<file path="src/rtl/evtcnt_pkg.sv">
package evtcnt_pkg;

   localparam int ADDR_W = 2;

   typedef enum logic [1:0] {
      EDGE_RISE = 2'd0,
      EDGE_FALL = 2'd1,
      EDGE_BOTH = 2'd2,
      EDGE_NONE = 2'd3
   } edge_sel_e;

   typedef enum logic [ADDR_W-1:0] {
      REG_RELOAD = 2'd0,
      REG_MODE   = 2'd1,
      REG_CTRL   = 2'd2,
      REG_COUNT  = 2'd3
   } reg_addr_e;

   localparam int CTRL_START_BIT = 0;
   localparam int CTRL_STOP_BIT  = 1;

endpackage

</file>
<file path="src/rtl/evtcnt_sync.sv">
// Multi-stage level synchronizer for the event pin (R9 latency source).
module evtcnt_sync #(
   parameter int STAGES = 2
) (
   input  logic clk,
   input  logic rst_n,
   input  logic clr,
   input  logic d,
   output logic q
);

   generate
      if (STAGES < 2) begin : g_bad_stages
         $error("evtcnt_sync: STAGES must be at least 2");
      end
   endgenerate

   logic [STAGES-1:0] chain_q;

   always_ff @(posedge clk or negedge rst_n) begin
      if (!rst_n) begin
         chain_q <= '0;
      end else if (clr) begin
         chain_q <= '0;
      end else begin
         chain_q <= {chain_q[STAGES-2:0], d};
      end
   end

   assign q = chain_q[STAGES-1];

endmodule

</file>
<file path="src/rtl/evtcnt_edge.sv">
// Edge detector producing a one-clock strobe for the selected edge type.
module evtcnt_edge
   import evtcnt_pkg::*;
(
   input  logic      clk,
   input  logic      rst_n,
   input  logic      clr,
   input  logic      lvl,
   input  edge_sel_e sel,
   output logic      strobe
);

   logic prev_q;
   logic rise;
   logic fall;

   always_ff @(posedge clk or negedge rst_n) begin
      if (!rst_n) begin
         prev_q <= 1'b0;
      end else if (clr) begin
         prev_q <= 1'b0;
      end else begin
         prev_q <= lvl;
      end
   end

   assign rise = lvl & ~prev_q;
   assign fall = ~lvl & prev_q;

   always_comb begin
      unique case (sel)
         EDGE_RISE: strobe = rise;
         EDGE_FALL: strobe = fall;
         EDGE_BOTH: strobe = rise | fall;
         default:   strobe = 1'b0;
      endcase
   end

endmodule

</file>
<file path="src/rtl/evtcnt_regs.sv">
// Register file: reload value, locked mode field, self-clearing triggers, read mux.
module evtcnt_regs
   import evtcnt_pkg::*;
#(
   parameter int CNT_W = 16
) (
   input  logic              clk,
   input  logic              rst_n,
   input  logic              unit_en,
   input  logic              running,
   input  logic              wr_en,
   input  logic [ADDR_W-1:0] wr_addr,
   input  logic [CNT_W-1:0]  wr_data,
   input  logic [ADDR_W-1:0] rd_addr,
   input  logic [CNT_W-1:0]  cnt,
   output logic [CNT_W-1:0]  rd_data,
   output logic [CNT_W-1:0]  reload,
   output edge_sel_e         mode,
   output logic              start_req,
   output logic              stop_req
);

   logic ctrl_wr;

   assign ctrl_wr   = unit_en && wr_en && (wr_addr == REG_CTRL);
   assign start_req = ctrl_wr && wr_data[CTRL_START_BIT];
   assign stop_req  = ctrl_wr && wr_data[CTRL_STOP_BIT];

   always_ff @(posedge clk or negedge rst_n) begin
      if (!rst_n) begin
         reload <= '0;
         mode   <= EDGE_RISE;
      end else if (!unit_en) begin
         reload <= '0;
         mode   <= EDGE_RISE;
      end else if (wr_en) begin
         if (wr_addr == REG_RELOAD) begin
            reload <= wr_data;
         end
         if ((wr_addr == REG_MODE) && !running) begin
            mode <= edge_sel_e'(wr_data[1:0]);
         end
      end
   end

   always_comb begin
      unique case (rd_addr)
         REG_RELOAD: rd_data = reload;
         REG_MODE:   rd_data = CNT_W'(mode);
         REG_COUNT:  rd_data = cnt;
         default:    rd_data = '0;
      endcase
   end

endmodule

</file>
<file path="src/rtl/evtcnt_core.sv">
// Down counter with start load, stop freeze and reload-at-zero interrupt.
module evtcnt_core #(
   parameter int CNT_W = 16
) (
   input  logic             clk,
   input  logic             rst_n,
   input  logic             unit_en,
   input  logic             start_req,
   input  logic             stop_req,
   input  logic             strobe,
   input  logic [CNT_W-1:0] reload,
   output logic [CNT_W-1:0] cnt,
   output logic             running,
   output logic             irq
);

   localparam logic [CNT_W-1:0] CNT_ZERO = '0;
   localparam logic [CNT_W-1:0] CNT_ONE  = CNT_W'(1);

   always_ff @(posedge clk or negedge rst_n) begin
      if (!rst_n) begin
         cnt     <= CNT_ZERO;
         running <= 1'b0;
         irq     <= 1'b0;
      end else begin
         irq <= 1'b0;
         if (!unit_en) begin
            cnt     <= CNT_ZERO;
            running <= 1'b0;
         end else if (stop_req) begin
            running <= 1'b0;
         end else if (start_req) begin
            running <= 1'b1;
            cnt     <= reload;
         end else if (running && strobe) begin
            if (cnt == CNT_ZERO) begin
               cnt <= reload;
               irq <= 1'b1;
            end else begin
               cnt <= cnt - CNT_ONE;
            end
         end
      end
   end

endmodule

</file>
<file path="src/rtl/evtcnt_channel.sv">
// Top level: external event down counter channel.
module evtcnt_channel
   import evtcnt_pkg::*;
#(
   parameter int CNT_W       = 16,
   parameter int SYNC_STAGES = 2
) (
   input  logic              clk,
   input  logic              rst_n,
   input  logic              unit_en,
   input  logic              evt_in,
   input  logic              wr_en,
   input  logic [1:0]        wr_addr,
   input  logic [CNT_W-1:0]  wr_data,
   input  logic [1:0]        rd_addr,
   output logic [CNT_W-1:0]  rd_data,
   output logic              running,
   output logic              irq
);

   generate
      if (CNT_W < 2 || CNT_W > 32) begin : g_bad_width
         $error("evtcnt_channel: CNT_W must be in 2..32");
      end
   endgenerate

   logic             clr;
   logic             evt_sync;
   logic             strobe;
   logic             start_req;
   logic             stop_req;
   logic [CNT_W-1:0] cnt_q;
   logic [CNT_W-1:0] reload_q;
   edge_sel_e        mode_q;

   assign clr = ~unit_en;

   evtcnt_sync #(.STAGES(SYNC_STAGES)) i_sync (
      .clk   (clk),
      .rst_n (rst_n),
      .clr   (clr),
      .d     (evt_in),
      .q     (evt_sync)
   );

   evtcnt_edge i_edge (
      .clk    (clk),
      .rst_n  (rst_n),
      .clr    (clr),
      .lvl    (evt_sync),
      .sel    (mode_q),
      .strobe (strobe)
   );

   evtcnt_regs #(.CNT_W(CNT_W)) i_regs (
      .clk       (clk),
      .rst_n     (rst_n),
      .unit_en   (unit_en),
      .running   (running),
      .wr_en     (wr_en),
      .wr_addr   (wr_addr),
      .wr_data   (wr_data),
      .rd_addr   (rd_addr),
      .cnt       (cnt_q),
      .rd_data   (rd_data),
      .reload    (reload_q),
      .mode      (mode_q),
      .start_req (start_req),
      .stop_req  (stop_req)
   );

   evtcnt_core #(.CNT_W(CNT_W)) i_core (
      .clk       (clk),
      .rst_n     (rst_n),
      .unit_en   (unit_en),
      .start_req (start_req),
      .stop_req  (stop_req),
      .strobe    (strobe),
      .reload    (reload_q),
      .cnt       (cnt_q),
      .running   (running),
      .irq       (irq)
   );

endmodule

</file>
<file path="config.mk">
export PLATFORM = sky130hd
export DESIGN_NAME = evtcnt_channel
export DESIGN_NICKNAME = d
export VERILOG_FILES = /design/src/rtl/evtcnt_pkg.sv /design/src/rtl/evtcnt_sync.sv /design/src/rtl/evtcnt_edge.sv /design/src/rtl/evtcnt_regs.sv /design/src/rtl/evtcnt_core.sv /design/src/rtl/evtcnt_channel.sv
export SDC_FILE = /design/constraint.sdc
export NUM_CORES = 1
export LEC_CHECK = 0
export CAP_MARGIN = 40
export CORE_UTILIZATION = 57
export DETAILED_ROUTE_END_ITERATION = 7
export PLACE_DENSITY = 0.85
export SKIP_CTS_REPAIR_TIMING = 1
export SYNTH_ARGS = -nofsm -noshare
export SYNTH_HDL_FRONTEND = slang
export SYNTH_SLANG_ARGS = --single-unit
</file>
<file path="constraint.sdc">
create_clock -name clk -period 3.45 [get_ports clk]
set_clock_uncertainty 0.05 [all_clocks]
set_input_delay 0.69 -clock clk [delete_from_list [all_inputs] [get_ports clk]]
set_output_delay 0.69 -clock clk [all_outputs]
set_load 0.05 [all_outputs]
</file>
== Word level (Yosys, flattened, before mapping) ==
Cells that the tools add are included.
Word-level totals
  output and inout bits: 18
  memories: 0
  bits in latches: 0
  register bits after elaboration: 39
  input port bits: 25
  bits in read-only memories: 0
  word-level logic and storage cells: 62
  bits in writable memories: 0
Cells by class
  divide/modulo/power cells: 0
  reductions and logical operators: 14
  mux-type cells: 23
  $add $sub $neg: 1
  shift operators: 0
  multiply operators: 0
  order comparisons: 0
  eq/ne operators: 12
  bitwise operators: 5
Operators with widths (number)
  $mux W16: 8
  $pmux W16 S3: 1
  $logic_not A16 Y1: 1
  $sub A16 B1 Y16 const B: 1
  $mux W1: 9
  $mux W2: 4
  $eq A2 B1 Y1 const B: 3
  $eq A2 B2 Y1 const B: 3
  $logic_and A1 B1 Y1: 6
  $logic_not A2 Y1: 3
  $ne A2 B1 Y1 const B: 3
  $ne A3 B1 Y1 const B: 2
  $reduce_and A2 Y1: 3
  $pmux W1 S3: 1
  $and A1 B1 Y1: 2
  $ne A2 B2 Y1 const B: 1
  $not A1 Y1: 2
  $logic_not A1 Y1: 1
  $or A1 B1 Y1: 1

== Longest topological paths before layout ==
  depth after elaboration: 9
  depth in mapped cells: 8
  depth with buffers taken out: 7

== Cells and area by module ==
A second synthesis with hierarchy kept.
Unflattened totals
  cells, all modules: 263
  area, all modules: 2448.6 µm²
By module, submodules not included
  evtcnt_core: seq. area each 450.4 µm², area each 1253.7 µm², cells an instance 145, instances 1
  evtcnt_regs: seq. area each 450.4 µm², area each 1044.8 µm², cells an instance 104, instances 1
  evtcnt_edge: seq. area each 25.0 µm², area each 83.8 µm², cells an instance 9, instances 1
  evtcnt_sync: seq. area each 50.0 µm², area each 62.6 µm², cells an instance 4, instances 1
  evtcnt_channel: seq. area each 0.0 µm², area each 3.8 µm², cells an instance 1, instances 1

== Least setup slack after synthesis ==
Ideal clock, no wire load.
  path kind: input-to-output
  start: in rd_addr[0]
  end: out rd_data[0]
  stages: 5
  slack: 824 ps
  data arrival time: 1886 ps
  buffers on the path: 2
  cells stage by stage: and2_1 -> clkbuf_1 -> clkbuf_1 -> nand2_1 -> o21ai_0
Between the ends
  longest elaborated chain between the ends: 2
RTL lines
  start, declared: RTL line evtcnt_channel.sv:15  | input logic [1:0] rd_addr,
  $eq A2 B2 Y1, or another cell as far along: RTL line evtcnt_regs.sv:47  | unique case (rd_addr)
  $pmux W16 S3 (*): RTL line evtcnt_regs.sv:47
  end, declared: RTL line evtcnt_channel.sv:16  | output logic [CNT_W-1:0] rd_data,
Every way passes the cells marked *; elsewhere a longest branch is shown, timed or not.

== Worst setup path in the final report ==
  start: in rd_addr[0]
  end: out rd_data[1]
Same word-level chain as after synthesis.

==> flow_summary_export.csv <==
group,metric,value,unit
global_route,grt_first_pass_wirelength,11.1,mm
global_route,first_global_vias,2198,
global_route,grt_usage,33.3,%
timing,post-route-period-util,86.9,%
clocking,clk_latency,0.30,ns
global_route,use_met2,51.4,%
detailed_routing,drt.antenna.violating_nets,0,
worst_setup_path,cp_data_required_time,2.71,ns
global_route,grt_max_degree,38,
pwr,swShare,32.9,%
pwr,combPwrFrac,30.7,%
floorplanning,dieWidth,67.3,microns
worst_setup_path,cpMostUsedCell,"buf_12",
timing,hold_violations,0,
detailed_routing,dr.pass1.iters,5,
placed_design,place_ws,0.483,ns
clocking,clock_path_buffers,2,
yosys,yosys.area_share.simple,22.5,%
pwr,p_seq_share,38.7,%
outcome,run_status,"finished, final reports clean",
detailed_routing,wl_per_cell,18.6,microns
worst_setup_path,cp-end-kind,"primary output",
timing,fin_crit,3.00,ns
clocking,cts_tree,"built",
worst_setup_path,path_buf_inv,3,
floorplanning,num_rows,23,
timing,rsz0062_at_grt,"no",
worst_setup_path,arrival,2.26,ns
pwr,p_int,0.858,mW
detailed_routing,vias,2399,
worst_setup_path,critical_path_class,"primary input to primary output",
yosys,syn-cell-area,2430,sq um
worst_setup_path,max_stage_delay,0.58,ns
final_layout,nNetsFinal,345,
yosys,async_flop_share,100,%
floorplanning,core,4060,sq um
yosys,yosysSeqAreaShare,40.1,%
clocking,cts_root_buffer,"clkbuf_8",
detailed_routing,drc,0,
yosys,synthAdderAreaFrac,2.06,%
floorplanning,start_util,59.9,%
yosys,synth_compound_area_share,24.7,%
pwr,pwr-share-clk,30.6,%
floorplanning,ioPinCount,43,
worst_setup_path,cp_max_fo,11,
yosys,synth_top_area_share,40.1,%
final_layout,layout_commonest_cell,"nand2_1",
yosys,muxShareOfSynthArea,5.35,%
global_route,gr-max-usage-layer,"met2",
timing,fmax,333,MHz
worst_setup_path,slowest_stage,"clkdlybuf4s50_1",
detailed_routing,via_per_inst,6.54,
yosys,synth-edff-count,0,
global_route,antenna_found_initial,0,
worst_setup_path,startpoint_type,"primary input",
final_layout,syn_to_final_growth,31.2,%
yosys,ys_warn_count,0,
yosys,yosysUniqueCellTypes,54,
timing,hold_ws,0.134,ns
yosys,ys_seq_elements,39,
clocking,cts_sinks,39,
pwr,ir_drop,0.292,mV
pwr,leakagePower,1.35,nW
floorplanning,die_y,67.3,microns
timing,maxSlewViolCount,0,
global_route,use_met3,8.11,%
timing,max-slew-margin-rel,53.0,%
floorplanning,die_area,4530,sq um
placed_design,dp_hpwl,4.85,mm
timing,tightest_slew,0.706,ns
yosys,syn_area_per_cell,8.78,sq um
timing,fin_ws,0.451,ns
yosys,netlist_instances,277,
pwr,power.switching,0.422,mW
timing,setup_violations,0,
placed_design,gp_congestion,0.892,
detailed_routing,drt_wl_total,6.82,mm
min_path,hp-class,"primary input to asynchronous set/reset pin",
detailed_routing,first_iter_violations,257,
yosys,synthTopCellsByArea,"dfrtp_1 40%, nand2_1 7.6%, a21oi_1 6.2%, mux2i_1 5.4%, a22o_1 5.0%",
pwr,power.density,401,nW/um^2
final_layout,diodes,0,
worst_setup_path,cp_cell_sequence,"clkdlybuf4s50_1 > and2_1 > buf_12 > nand2_1 > o21ai_0 > buf_12",
timing,fin_setup_tns,0,ns
global_route,grt_overflow,0,
clocking,cts_made_buffers,5,
final_layout,drive_gt1_share,14.8,%
yosys,synthFlopType,"dfrtp_1",
yosys,synth_nets,306,
yosys,synth_top_family_by_area,"compound AO/OA/AOI/OAI gates",
global_route,met1_usage,46.3,%
worst_setup_path,crit_family,"buffers and inverters",
worst_setup_path,reg2reg_slack,0.98,ns
yosys,yosysTopAreaCell,"dfrtp_1",
pwr,total_power,1.28,mW
clocking,clk_pin_slew_worst_paths,0.08,ns
final_layout,final_cell_mix,"49 x nand2_1, 39 x dfrtp_1, 30 x a21oi_1",
run,maxCapViolCount,0,
clocking,htree_levels,2,
yosys,synthXorXnorAreaFrac,0,%
placed_design,place.port_buffers,42,
[layout make-up]
| type | count | area [sq um] |
|---|---|---|
| fill | 262 | 867 |
| clock buffer | 5 | 68.8 |
| multi-input combinational | 209 | 1330 |
| tap | 50 | 62.6 |
| clock inverter | 3 | 43.8 |
| sequential | 39 | 976 |
| timing repair buffer | 52 | 679 |
| inverter | 9 | 33.8 |
[synth_stat cells (all sizes together) (2+ instances only)]
library cell	count
nand2	49
dfrtp	39
a21oi	31
nor2	15
a22o	14
mux2i	13
clkbuf	12
buf	8
inv	8
a211oi	7
nor4	7
nand3	6
nor2b	6
and2	5
o21ai	5
o22ai	5
ha	4
nand4	4
nor3	4
a31o	3
or3	3
a2111oi	2
a31oi	2
a41o	2
o21a	2
[cell families (layout without fill, tap and decap cells)]
group,Yosys count,in the layout
compound gates,84,84
fa+ha+maj,4,4
buf+inv,29,69
flops,39,39
mux,13,13
simple gates,108,108
[metal layers]
| layer | vias up | wire length, microns |
|---|---|---|
| met3 | 14 | 556 |
| li1 | 1099 | - |
| met2 | 132 | 3290 |
| met5 | - | 0 |
| met1 | 1154 | 2880 |
| met4 | 0 | 89 |
[power groups by stage]
stage | Sequential [mW] | Combinational, mW | Clock [mW]
5_1_grt | 0.498 | 0.424 | 0.413
3_5_place_dp | 0.504 | 0.381 | 0
4_1_cts | 0.494 | 0.386 | 0.392
3_3_place_gp | 0.503 | 0.370 | 0
2_1_floorplan | 0.496 | 0.264 | 0
6_report | 0.495 | 0.393 | 0.392
[state kept, by name (all words and copies together), names as in the netlist]
| name | cells |
|---|---|
| i_core.running | 1 |
| i_core.irq | 1 |
| i_edge.prev_q | 1 |
| i_regs.reload | 16 |
| i_regs.mode | 2 |
| i_core.cnt | 16 |
| i_sync.chain_q | 2 |
[worst paths after layout]
kind,cells after the start,to,start
hold reg to reg,1,i_sync.chain_q[1],i_sync.chain_q[0]
setup / recovery,6,rd_data[1],rd_addr[0]
setup reg to reg,8,i_core.cnt[6],i_core.cnt[0]
min in group clk,1,i_sync.chain_q[1],i_sync.chain_q[0]
hold / removal,1,i_sync.chain_q[0],rst_n
max in group asynchronous,2,i_core.cnt[15],rst_n
[per-stage QoR]
stage	util [%]	instance area (sq um)	instances
CTS	78.6	3190	367
finish	78.6	3190	367
global placement	75.1	3050	357
floorplan	-	2430	277
global route	78.6	3190	367
detailed placement	75.9	3080	359
[worst reg2reg max path: cells and delay by family (launching register included)]
family                     cells  cell delay [ns]
muxes                          1             0.21
adders and majority gates      1             0.22
buffers and inverters          2             0.40
DFF                            1             0.45
AOI/OAI and AO/OA              2             0.63
and+or+nand+nor                2             0.40
No activity file was read; power rests on OpenSTA's default activity.
